File: config.mk
export PLATFORM = sky130hd
export DESIGN_NAME = oled_cmd_parser
export DESIGN_NICKNAME = d
export VERILOG_FILES = /design/src/rtl/oled_cmd_pkg.sv /design/src/rtl/oled_arg_collect.sv /design/src/rtl/oled_window_regs.sv /design/src/rtl/oled_cursor.sv /design/src/rtl/oled_cmd_parser.sv
export SDC_FILE = /design/constraint.sdc
export NUM_CORES = 1
export LEC_CHECK = 0
export CORE_UTILIZATION = 50
export CTS_CLUSTER_DIAMETER = 50
export CTS_CLUSTER_SIZE = 14
export DETAILED_ROUTE_END_ITERATION = 8
export DONT_BUFFER_PORTS = 1
export PLACE_DENSITY_LB_ADDON = 0.05
export SLEW_MARGIN = 25
export SYNTH_ARGS = -nofsm -noshare
export SYNTH_HDL_FRONTEND = slang
export SYNTH_SLANG_ARGS = --single-unit
File: constraint.sdc
create_clock -name clk -period 5.8 [get_ports clk]
set_input_delay 0 -clock clk [delete_from_list [all_inputs] [get_ports clk]]
set_output_delay 0 -clock clk [all_outputs]
set_load 0.01 [all_outputs]
File: src/rtl/oled_cmd_pkg.sv
package oled_cmd_pkg;

  typedef enum logic [2:0] {
    OP_COLWIN,
    OP_ROWWIN,
    OP_REMAP,
    OP_SINK,
    OP_BAD
  } op_kind_e;

  typedef struct packed {
    op_kind_e   kind;
    logic [3:0] nargs;
  } op_info_t;

  // Opcode decode table: what the opcode does and how many argument bytes follow.
  function automatic op_info_t classify(input logic [7:0] op);
    op_info_t r;
    r.kind  = OP_SINK;
    r.nargs = 4'd0;
    case (op)
      8'h15: begin r.kind = OP_COLWIN; r.nargs = 4'd2; end
      8'h75: begin r.kind = OP_ROWWIN; r.nargs = 4'd2; end
      8'hA0: begin r.kind = OP_REMAP;  r.nargs = 4'd1; end
      8'h81, 8'hA1, 8'hA2, 8'hA8, 8'hAD,
      8'hB1, 8'hB2, 8'hB3, 8'hBC, 8'hBE, 8'hBF:
        r.nargs = 4'd1;
      8'h84, 8'h85, 8'h86, 8'hA4, 8'hA5, 8'hA6, 8'hA7,
      8'hAE, 8'hAF, 8'hE3:
        r.nargs = 4'd0;
      8'hB8: r.nargs = 4'd8;
      default: r.kind = OP_BAD;
    endcase
    return r;
  endfunction

endpackage

File: src/rtl/oled_arg_collect.sv
module oled_arg_collect
  import oled_cmd_pkg::*;
#(
  parameter int MAX_ARGS = 8
) (
  input  logic                         clk,
  input  logic                         rst,
  input  logic                         cs,
  input  logic                         take_cmd,
  input  logic [7:0]                   byte_in,
  output logic                         exec_vld,
  output op_kind_e                     exec_kind,
  output logic [MAX_ARGS-1:0][7:0]     exec_args,
  output logic                         bad_op
);
  localparam int CW = $clog2(MAX_ARGS + 1);

  logic [CW-1:0]               cnt_q;
  logic [7:0]                  op_q;
  logic [MAX_ARGS-1:0][7:0]    args_q;
  op_info_t                    first_info;
  op_info_t                    held_info;

  assign first_info = classify(byte_in);
  assign held_info  = classify(op_q);

  // Merge the incoming argument so a command can execute on its last byte.
  always_comb begin
    exec_vld  = 1'b0;
    exec_kind = held_info.kind;
    exec_args = args_q;
    if (take_cmd) begin
      if (cnt_q == '0) begin
        if (first_info.nargs == 4'd0) begin
          exec_vld  = 1'b1;
          exec_kind = first_info.kind;
        end
      end else begin
        for (int i = 0; i < MAX_ARGS; i++) begin
          if (int'(cnt_q) == i + 1) exec_args[i] = byte_in;
        end
        if (int'(cnt_q) == int'(held_info.nargs)) exec_vld = 1'b1;
      end
    end
  end

  always_ff @(posedge clk) begin
    if (rst || !cs) begin
      cnt_q <= '0;
    end else if (take_cmd) begin
      if (cnt_q == '0) begin
        cnt_q <= (first_info.nargs == 4'd0) ? '0 : CW'(1);
      end else begin
        cnt_q <= exec_vld ? '0 : cnt_q + CW'(1);
      end
    end
  end

  always_ff @(posedge clk) begin
    if (rst) begin
      op_q   <= 8'h00;
      args_q <= '0;
      bad_op <= 1'b0;
    end else begin
      bad_op <= take_cmd && (cnt_q == '0) && (first_info.kind == OP_BAD);
      if (take_cmd && cnt_q == '0) op_q <= byte_in;
      if (take_cmd && cnt_q != '0) args_q <= exec_args;
    end
  end

endmodule

File: src/rtl/oled_window_regs.sv
module oled_window_regs
  import oled_cmd_pkg::*;
#(
  parameter int COL_CNT  = 64,
  parameter int ROW_CNT  = 80,
  parameter int MAX_ARGS = 8,
  localparam int CAW = $clog2(COL_CNT),
  localparam int RAW = $clog2(ROW_CNT)
) (
  input  logic                     clk,
  input  logic                     rst,
  input  logic                     exec_vld,
  input  op_kind_e                 exec_kind,
  input  logic [MAX_ARGS-1:0][7:0] exec_args,
  output logic [CAW-1:0]           col_start,
  output logic [CAW-1:0]           col_end,
  output logic [RAW-1:0]           row_start,
  output logic [RAW-1:0]           row_end,
  output logic [7:0]               remap,
  output logic                     col_load,
  output logic [CAW-1:0]           col_val,
  output logic                     row_load,
  output logic [RAW-1:0]           row_val
);
  logic [CAW-1:0] col_b;
  logic [RAW-1:0] row_b;
  logic           unused_args;

  assign unused_args = ^exec_args[MAX_ARGS-1:2];

  assign col_val = CAW'(int'(exec_args[0]) % COL_CNT);
  assign col_b   = CAW'(int'(exec_args[1]) % COL_CNT);
  assign row_val = RAW'(int'(exec_args[0]) % ROW_CNT);
  assign row_b   = RAW'(int'(exec_args[1]) % ROW_CNT);

  assign col_load = exec_vld && (exec_kind == OP_COLWIN);
  assign row_load = exec_vld && (exec_kind == OP_ROWWIN);

  always_ff @(posedge clk) begin
    if (rst) begin
      col_start <= '0;
      col_end   <= CAW'(COL_CNT - 1);
      row_start <= '0;
      row_end   <= RAW'(ROW_CNT - 1);
      remap     <= 8'h00;
    end else if (exec_vld) begin
      case (exec_kind)
        OP_COLWIN: begin col_start <= col_val; col_end <= col_b; end
        OP_ROWWIN: begin row_start <= row_val; row_end <= row_b; end
        OP_REMAP:  remap <= exec_args[0];
        default: ;
      endcase
    end
  end

endmodule

File: src/rtl/oled_cursor.sv
module oled_cursor #(
  parameter int COL_CNT = 64,
  parameter int ROW_CNT = 80,
  localparam int CAW = $clog2(COL_CNT),
  localparam int RAW = $clog2(ROW_CNT),
  localparam int AW  = $clog2(COL_CNT * ROW_CNT)
) (
  input  logic           clk,
  input  logic           rst,
  input  logic           col_load,
  input  logic [CAW-1:0] col_val,
  input  logic           row_load,
  input  logic [RAW-1:0] row_val,
  input  logic           step,
  input  logic           vertical,
  input  logic [CAW-1:0] col_start,
  input  logic [CAW-1:0] col_end,
  input  logic [RAW-1:0] row_start,
  input  logic [RAW-1:0] row_end,
  input  logic [7:0]     byte_in,
  output logic           ram_we,
  output logic [AW-1:0]  ram_addr,
  output logic [7:0]     ram_wdata
);
  logic [CAW-1:0] col_q;
  logic [RAW-1:0] row_q;
  int             nc;
  int             nr;

  always_comb begin
    nc = int'(col_q);
    nr = int'(row_q);
    if (vertical) begin
      nr = nr + 1;
      if (nr > int'(row_end)) begin
        nr = int'(row_start);
        nc = nc + 1;
      end
      if (nc > int'(col_end)) nc = int'(col_start);
    end else begin
      nc = nc + 1;
      if (nc > int'(col_end)) begin
        nc = int'(col_start);
        nr = nr + 1;
      end
      if (nr > int'(row_end)) nr = int'(row_start);
    end
  end

  always_ff @(posedge clk) begin
    if (rst) begin
      col_q     <= '0;
      row_q     <= '0;
      ram_we    <= 1'b0;
      ram_addr  <= '0;
      ram_wdata <= 8'h00;
    end else begin
      ram_we <= step;
      if (step) begin
        ram_addr  <= AW'(int'(row_q) * COL_CNT + int'(col_q));
        ram_wdata <= byte_in;
        col_q     <= CAW'(nc);
        row_q     <= RAW'(nr);
      end else begin
        if (col_load) col_q <= col_val;
        if (row_load) row_q <= row_val;
      end
    end
  end

endmodule

File: src/rtl/oled_cmd_parser.sv
module oled_cmd_parser
  import oled_cmd_pkg::*;
#(
  parameter int COL_CNT  = 64,
  parameter int ROW_CNT  = 80,
  parameter int MAX_ARGS = 8,
  localparam int CAW = $clog2(COL_CNT),
  localparam int RAW = $clog2(ROW_CNT),
  localparam int AW  = $clog2(COL_CNT * ROW_CNT)
) (
  input  logic           clk,
  input  logic           rst,
  input  logic           cs,
  input  logic           dc_sel,
  input  logic           byte_vld,
  input  logic [7:0]     byte_in,
  output logic [CAW-1:0] col_start,
  output logic [CAW-1:0] col_end,
  output logic [RAW-1:0] row_start,
  output logic [RAW-1:0] row_end,
  output logic [7:0]     remap,
  output logic           ram_we,
  output logic [AW-1:0]  ram_addr,
  output logic [7:0]     ram_wdata,
  output logic           bad_op
);
  logic                     take_cmd;
  logic                     take_data;
  logic                     exec_vld;
  op_kind_e                 exec_kind;
  logic [MAX_ARGS-1:0][7:0] exec_args;
  logic                     col_load;
  logic                     row_load;
  logic [CAW-1:0]           col_val;
  logic [RAW-1:0]           row_val;

  assign take_cmd  = byte_vld && cs && !dc_sel;
  assign take_data = byte_vld && cs && dc_sel;

  oled_arg_collect #(.MAX_ARGS(MAX_ARGS)) u_collect (
    .clk(clk), .rst(rst), .cs(cs), .take_cmd(take_cmd), .byte_in(byte_in),
    .exec_vld(exec_vld), .exec_kind(exec_kind), .exec_args(exec_args),
    .bad_op(bad_op)
  );

  oled_window_regs #(.COL_CNT(COL_CNT), .ROW_CNT(ROW_CNT), .MAX_ARGS(MAX_ARGS)) u_win (
    .clk(clk), .rst(rst), .exec_vld(exec_vld), .exec_kind(exec_kind),
    .exec_args(exec_args),
    .col_start(col_start), .col_end(col_end),
    .row_start(row_start), .row_end(row_end), .remap(remap),
    .col_load(col_load), .col_val(col_val),
    .row_load(row_load), .row_val(row_val)
  );

  oled_cursor #(.COL_CNT(COL_CNT), .ROW_CNT(ROW_CNT)) u_cursor (
    .clk(clk), .rst(rst),
    .col_load(col_load), .col_val(col_val),
    .row_load(row_load), .row_val(row_val),
    .step(take_data), .vertical(remap[2]),
    .col_start(col_start), .col_end(col_end),
    .row_start(row_start), .row_end(row_end),
    .byte_in(byte_in),
    .ram_we(ram_we), .ram_addr(ram_addr), .ram_wdata(ram_wdata)
  );

endmodule

==> impl_metrics.env, run 1 <==
export IMPL_status="finished, violations left"
export IMPL_violations="DRC"
export IMPL_rrSetupSlack_ns=0.86
export IMPL_path_class="register to register"
export IMPL_first_pass_iters=7
export IMPL_wire_per_inst_um=20.54
export IMPL_p_leak_nw=2.687
export IMPL_multi_input_area_um2=3724
export IMPL_via_count=5645
export IMPL_synth_compound_area_share_pct=21.70
export IMPL_cp_required_ns=6.08
export IMPL_vias_per_cell=6.393
export IMPL_min_path_type="input pin to register"
export IMPL_ys_seq_elements=98
export IMPL_worst_pin_slew_ns=0.9070
export IMPL_cp_max_fo=12
export IMPL_rsz0062_at_grt="no"
export IMPL_finalCritPeriodShare_pct=85.09
export IMPL_first_global_vias=5286
export IMPL_cts_root_buffer="clkbuf_16"
export IMPL_startpoint_type="register"
export IMPL_fp_row_count=39
export IMPL_peakVddDrop_v=0.0001385
export IMPL_place_congestion=0.9225
export IMPL_worstHoldEndpoint="u_collect.args_q[3]$_SDFFE_PP0P_"
export IMPL_grt_start_max_net_pins=87
export IMPL_drc_errors=10
export IMPL_cts_made_buffers=9
export IMPL_initial_core_util_pct=51.91
export IMPL_fp_dieArea_um2=12450
export IMPL_maxSlewViolCount=0
export IMPL_netlist_top_cell_by_area="dfxtp_1"
export IMPL_drive_above_1_share_pct=7.162
export IMPL_yosysTopAreaCellShare_pct=32.68
export IMPL_arrival_ns=5.21
export IMPL_synthMuxAreaShare_pct=5.211
export IMPL_h_tree_depth=3
export IMPL_hold_path_startpoint="byte_in[3]"
export IMPL_period_minus_slack_ns=4.935
export IMPL_core_um2=11560
export IMPL_cts_tree="yes"
export IMPL_ant_nets=0
export IMPL_synth_edf_count=0
export IMPL_pin_count=70
export IMPL_final_cells=883
export IMPL_grt_total_usage_pct=30.13
export IMPL_fp_dieH_um=111.6
export IMPL_die_x_um=111.6
export IMPL_finalSetupViolCount=0
export IMPL_worstSetupEndpointType="register"
export IMPL_hold_viol=0
export IMPL_synth_seq_area_share_pct=32.68
export IMPL_antenna_found_initial=0
export IMPL_ys_types=68
export IMPL_io_buffers=0
export IMPL_max_slew_margin_pct=39.31
export IMPL_async_flop_share_pct=0
export IMPL_drtIter0Drc=589
export IMPL_tns_ns=0
export IMPL_synth_fp_nets=799
export IMPL_max_freq_mhz=202.6
export IMPL_fill_cells=1060
export IMPL_syn_inst=752
export IMPL_num_nets_final=782
export IMPL_reg2regPathDepth=20
export IMPL_synthXorXnorAreaFrac_pct=3.356
export IMPL_timing_rr_start="u_cursor.col_q[0]$_SDFFE_PP0P_"
export IMPL_cts_buffer_depth=2
export IMPL_grt_pass1_wl_um=29280
export IMPL_pwr_density_cell_nw_per_um2=213.5
export IMPL_ys_top_cells_by_area="dfxtp_1 33%, ha_1 7.1%, nand2_1 5.7%"
export IMPL_yosysWarnings=0
export IMPL_yosysMostFrequentCell="dfxtp_1"
export IMPL_area_growth_pct=7.628
export IMPL_maxCapViolations=0
export IMPL_holdPathStages=2
export IMPL_grt_overflow=0
export IMPL_synthTopCellsByCount="98 x dfxtp_1, 91 x nand2_1, 61 x a21oi_1"
export IMPL_synthAdderAreaFrac_pct=7.086
export IMPL_yosys_area_share_simple_pct=24.68
export IMPL_synth_flop_cell="dfxtp_1"
export IMPL_fin_worst_skew_ns=0.005713
export IMPL_insertion_delay_ns=0.35
export IMPL_cts_sinks=98
export IMPL_synth_area_um2=6003
export IMPL_antennaDiodeCount=0
export IMPL_seqCellArea_um2=1962
export IMPL_fin_util_pct=55.87
export IMPL_r2r_end="u_cursor.row_q[3]$_SDFFE_PP0P_"
export IMPL_path_clk_slew_ns=0.07
export IMPL_synth_area_per_cell_um2=7.983
export IMPL_synth_top_family_by_area="simple AND/OR/NAND/NOR gates"
export IMPL_hpwlAfterDp_um=12560
export IMPL_postRouteWirelength_um=18140
export IMPL_dp_cells=855
-- metrics by stage --
step | cell area (um^2) | worst slack, ns | total power [W] | hold WS (ns)
floorplan | 6003 | 1.657 | 0.0007722 | 0.1306
global placement | 6033 | 0.7602 | 0.0007745 | 0.07976
detailed placement | 6033 | 1.017 | 0.0007762 | 0.08016
CTS | 6461 | 0.9957 | 0.001387 | 0.01375
global route | 6461 | 0.5710 | 0.001425 | 0.03312
finish | 6461 | 0.8647 | 0.001380 | 0.02552
-- cell type report --
cell class,count,area share (%)
tap,143,2.769
sequential,98,30.36
inverter,27,1.569
clock inverter,5,0.5809
timing repair buffer,21,3.176
clock buffer,11,3.912
multi-input combinational,578,57.63
-- registers in the layout, summed over array words and instances (netlist names), 7 cells and up --
name and count:
u_collect.args_q 16, u_cursor.ram_addr 13, u_collect.op_q 8, u_cursor.ram_wdata 8, u_win.remap 8, u_cursor.row_q 7
u_win.row_end 7, u_win.row_start 7
-- cell usage in the layout, fill, tap and decap left out, drive strengths merged, types with 11 or more instances in the layout --
master / count
a211oi: 15
a21oi: 61
a31oi: 12
clkbuf: 11
dfxtp: 98
dlygate4sd3: 11
ha: 34
inv: 28
mux2i: 20
nand2: 91
nand2b: 12
nand3: 35
nor2: 53
nor3: 29
o211ai: 14
o21ai: 30
xor2: 13
-- report_power, final --
part           internal (W)  total (W)  switching, W  leakage, nW
sequential         0.000680   0.000695     0.0000146        0.792
combinational     0.0000349  0.0000898     0.0000549         1.76
clock              0.000316   0.000595      0.000279        0.138
total               0.00103    0.00138      0.000348         2.69
-- what timing repair did --
| item | in CTS | in global routing |
|---|---|---|
| hold buffers | 12 | 0 |
| endpoints found under the hold margin | 93 | 0 |
| resized for setup | 0 | 0 |
| setup buffers | 0 | 0 |
-- how the worst max path moves through the flow --
stage,startpoint,end,cells past startpoint
after global placement,u_cursor.col_q[0]$_SDFFE_PP0P_,u_cursor.row_q[0]$_SDFFE_PP0P_,18
after CTS,u_cursor.col_q[0]$_SDFFE_PP0P_,u_cursor.row_q[3]$_SDFFE_PP0P_,19
final,u_cursor.col_q[0]$_SDFFE_PP0P_,u_cursor.row_q[3]$_SDFFE_PP0P_,20
after global routing,u_cursor.col_q[0]$_SDFFE_PP0P_,u_cursor.row_q[0]$_SDFFE_PP0P_,18
after floorplan,u_cursor.col_q[0]$_SDFFE_PP0P_,u_cursor.row_q[3]$_SDFFE_PP0P_,19
after detailed placement,u_cursor.col_q[0]$_SDFFE_PP0P_,u_cursor.row_q[0]$_SDFFE_PP0P_,18
-- per-layer routing --
| layer | track usage (%) | up-vias | part of all wire, % |
|---|---|---|---|
| met1 | 41.69 | 2697 | 45 |
| met2 | 45.29 | 214 | 44 |
| met5 | 0 | - | 0 |
| met3 | 6.805 | 29 | 8.6 |
| met4 | 12.25 | 0 | 2.2 |
| li1 | - | 2705 | - |
-- worst max-delay path, stage by stage, from the launching register on --
cell	delay [ns]
dfxtp_1	0.57
ha_1	0.31
nand3_1	0.15
xor2_1	0.22
inv_1	0.06
ha_1	0.32
a2111oi_0	0.38
a211oi_1	0.14
buf_4	0.20
o21ai_0	0.23
xor2_1	0.26
inv_1	0.07
ha_1	0.30
o211a_1	0.13
o31ai_1	0.07
a21oi_1	0.27
nor2_1	0.07
o21ai_1	0.46
nand3_1	0.15
a32o_1	0.29
a211oi_1	0.19
-- cell families (layout without fill, tap and decap cells) --
family,after synthesis,after routing
fa+ha+maj,34,34
mux,30,30
xor+xnor,23,23
flops,98,98
simple gates,298,298
buf+inv,76,64
compound gates,193,193
(Power assumes the default switching activity.)
==> inputs of run 2 (changes only) <==
==> constraint.sdc (replaced) <==
create_clock -name clk -period 4.2 [get_ports clk]
set_input_delay 0 -clock clk [delete_from_list [all_inputs] [get_ports clk]]
set_output_delay 0 -clock clk [all_outputs]
set_load 0.01 [all_outputs]
==> run 2 against run 1 <==
The flow finishes with violations (DRC, setup timing). Wire length rose by 4.5%. Worst setup slack got worse by 0.88 ns. Via count rose by 3.8%. Die area did not move. Utilization rose by 4.5 points. Global-route usage rose by 0.32 points. First-iteration DRC count fell by 9.7%. Clock-buffer cell count fell by 2. Sequential share of layout area fell by 2.0 points. Non-clock buffer count rose by 42. Critical endpoint is now u_cursor.col_q[0]$_SDFFE_PP0P_. Highest routed layer unchanged.
==> impl_metrics.env, run 2 (same netlist as run 1, synthesis figures left out) <==
export IMPL_max_freq_mhz=237.1
export IMPL_num_nets_final=824
export IMPL_io_buffers=0
export IMPL_grt_total_usage_pct=30.46
export IMPL_startpoint_type="register"
export IMPL_cp_endpoint="u_cursor.col_q[0]$_SDFFE_PP0P_"
export IMPL_rsz0062_at_grt="yes"
export IMPL_pwr_share_clk_pct=45.5
export IMPL_cts_buffer_depth=2
export IMPL_first_global_vias=5537
export IMPL_maxSlewViolCount=0
export IMPL_setup_worst_path_start="u_cursor.row_q[0]$_SDFFE_PP0P_"
export IMPL_placed_area_um2=6266
export IMPL_finalSetupViolCount=1
export IMPL_drc_errors=5
export IMPL_grt_pass1_wl_um=29500
export IMPL_path_common_cell="and3_4"
export IMPL_grt_start_max_net_pins=87
export IMPL_fp_row_count=39
export IMPL_ant_nets=0
export IMPL_cts_made_buffers=9
export IMPL_cts_sinks=98
export IMPL_slowest_stage="or4_1"
export IMPL_hold_viol=0
export IMPL_layout_common_cells="91 x dfxtp_1, 89 x nand2_1, 59 x a21oi_1, 51 x nor2_1, 51 x buf_4"
export IMPL_worst_pin_slew_ns=0.8746
export IMPL_path_clk_slew_ns=0.06
export IMPL_reg2regPathDepth=19
export IMPL_cts_tree="yes"
export IMPL_switching_power_w=0.0004874
export IMPL_dp_cells=886
export IMPL_fp_dieArea_um2=12450
export IMPL_pwr_density_cell_nw_per_um2=287.7
export IMPL_die_x_um=111.6
export IMPL_hpwlAfterDp_um=12990
export IMPL_vias_per_cell=6.334
export IMPL_via_count=5859
export IMPL_intPower_w=0.001522
export IMPL_cp_required_ns=4.43
export IMPL_insertion_delay_ns=0.36
export IMPL_finalCritPeriodShare_pct=100.4
export IMPL_cts_root_buffer="clkbuf_16"
export IMPL_final_setup_worst_slack_ns=-0.01773
export IMPL_max_stage_delay_ns=0.47
export IMPL_p_leak_nw=2.939
export IMPL_crit_family="simple AND/OR/NAND/NOR gates"
export IMPL_finalPower_w=0.002009
export IMPL_h_tree_depth=3
export IMPL_final_cell_area_um2=6984
export IMPL_worstSetupEndpointType="register"
export IMPL_grt_overflow=0
export IMPL_p_comb_share_pct=7.0
export IMPL_violations="DRC, setup timing"
export IMPL_drive_above_1_share_pct=16.50
export IMPL_largest_reg_flops=16
export IMPL_max_slew_margin_pct=40.03
export IMPL_top_register="u_collect.args_q"
export IMPL_critPathBufInv=1
export IMPL_first_pass_iters=7
export IMPL_fp_dieH_um=111.6
export IMPL_core_um2=11560
export IMPL_arrival_ns=4.45
export IMPL_timing_rr_start="u_cursor.row_q[0]$_SDFFE_PP0P_"
export IMPL_reg_top3="u_collect.args_q x16, u_cursor.ram_addr x13"
export IMPL_antenna_found_initial=0
export IMPL_area_growth_pct=16.34
export IMPL_peakVddDrop_v=0.0003149
export IMPL_seq_power_share_pct=47.5
export IMPL_pin_count=70
export IMPL_place_congestion=0.9379
export IMPL_initial_core_util_pct=51.91
export IMPL_path_cells="ha_4 -> and3_4 -> and3_4 -> xor2_2 -> ha_2 -> or4_1 -> o211ai_1 -> and2_4 -> nor2_1 -> xor2_1 -> ha_1 -> o21ai_2 -> a21oi_2 -> nor4_2 -> nor2_2 -> buf_4 -> or3_1 -> nand3_1 -> a21oi_1"
export IMPL_period_minus_slack_ns=4.218
export IMPL_switching_share_pct=24.26
export IMPL_final_cells=925
export IMPL_drtIter0Drc=532
export IMPL_wire_per_inst_um=20.49
export IMPL_cp_depth=19
export IMPL_path_class="register to register"
export IMPL_cp_max_fo=4
export IMPL_rrSetupSlack_ns=-0.02
export IMPL_min_path_type="input pin to register"
export IMPL_antennaDiodeCount=0
export IMPL_fin_worst_skew_ns=0.01245
export IMPL_r2r_end="u_cursor.col_q[0]$_SDFFE_PP0P_"
export IMPL_maxCapViolations=0
export IMPL_postRouteWirelength_um=18950
export IMPL_status="finished, violations left"
export IMPL_final_common_cell="dfxtp_1"
==> run 2: changes by cell type in the layout (fill, tap and decap cells not counted), moves of 4 or more <==
cell,delta
o21ai_0,-4
ha_1,-6
buf_4,+42
dfxtp_1,-7
dfxtp_2,+4
==> run 2: how the worst min path moves through the flow <==
stage | startpoint | to | slack, ns | depth (start not counted)
2_1_floorplan | rst | u_cursor.ram_we$_SDFF_PP0_ | 0.13 | 1
3_3_place_gp | rst | u_cursor.col_q[0]$_SDFFE_PP0P_ | 0.08 | 1
3_5_place_dp | rst | u_cursor.ram_addr[2]$_SDFFE_PP0P_ | 0.08 | 1
4_1_cts | byte_in[1] | u_collect.args_q[9]$_SDFFE_PP0P_ | 0.002 | 4
5_1_grt | rst | u_collect.args_q[3]$_SDFFE_PP0P_ | 0.03 | 2
6_report | byte_in[1] | u_collect.args_q[9]$_SDFFE_PP0P_ | 0.01 | 4
==> run 2: per-stage QoR <==
stage | utilization (%) | hold WS, ns | setup slack [ns] | setup TNS [ns]
after floorplan | - | 0.1306 | 0.05699 | 0
after global routing | 60.39 | 0.03463 | -0.06370 | -0.2823
after global placement | 54.18 | 0.07996 | -0.004193 | -0.004193
final | 60.39 | 0.01027 | -0.01773 | -0.01773
after CTS | 58.53 | 0.002500 | 0.01355 | 0
after detailed placement | 54.18 | 0.08265 | -0.03834 | -0.08035
==> run 2: power groups by stage <==
| stage | Sequential (W) | Clock, W | Combinational (W) |
|---|---|---|---|
| 2_1_floorplan | 0.000971 | 0 | 0.0000951 |
| 3_3_place_gp | 0.000976 | 0 | 0.0000993 |
| 3_5_place_dp | 0.000976 | 0 | 0.000101 |
| 4_1_cts | 0.000955 | 0.000932 | 0.000133 |
| 5_1_grt | 0.000956 | 0.000969 | 0.000152 |
| 6_report | 0.000955 | 0.000914 | 0.000140 |
==> run 2: worst reg2reg max path, delay by kind of cell (launching register included) <==
| family | cells | cell delay [ns] |
|---|---|---|
| compound gates | 4 | 0.50 |
| xor+xnor | 2 | 0.31 |
| flops | 1 | 0.36 |
| buf+inv | 1 | 0.14 |
| simple gates | 9 | 2.07 |
| fa+ha+maj | 3 | 0.71 |
==> run 2: layout make-up <==
class	count	area (um^2)
clock buffer	9	225.2
clock inverter	7	100.1
fill	1046	4581
inverter	27	101.3
multi-input combinational	578	3880
sequential	98	1978
tap	143	178.9
timing repair buffer	63	520.5
==> run 2: what timing repair did <==
action | 4_1_cts | 5_1_grt
endpoints found under the hold margin | 93 | 0
buffers inserted | 4 | 8
endpoints found under the setup margin | 9 | 13
gates resized for setup | 6 | 41
pin swaps | 4 | 25
hold buffers | 12 | 0
==> run 2: metal layers <==
metal  global-route usage, %  up-vias  wire [um]
met5                       0        -          0
met3                   8.383       32       1545
li1                        -     2789          -
met1                   40.46     2824       8482
met2                   48.21      214       8537
met4                   9.099        0        386
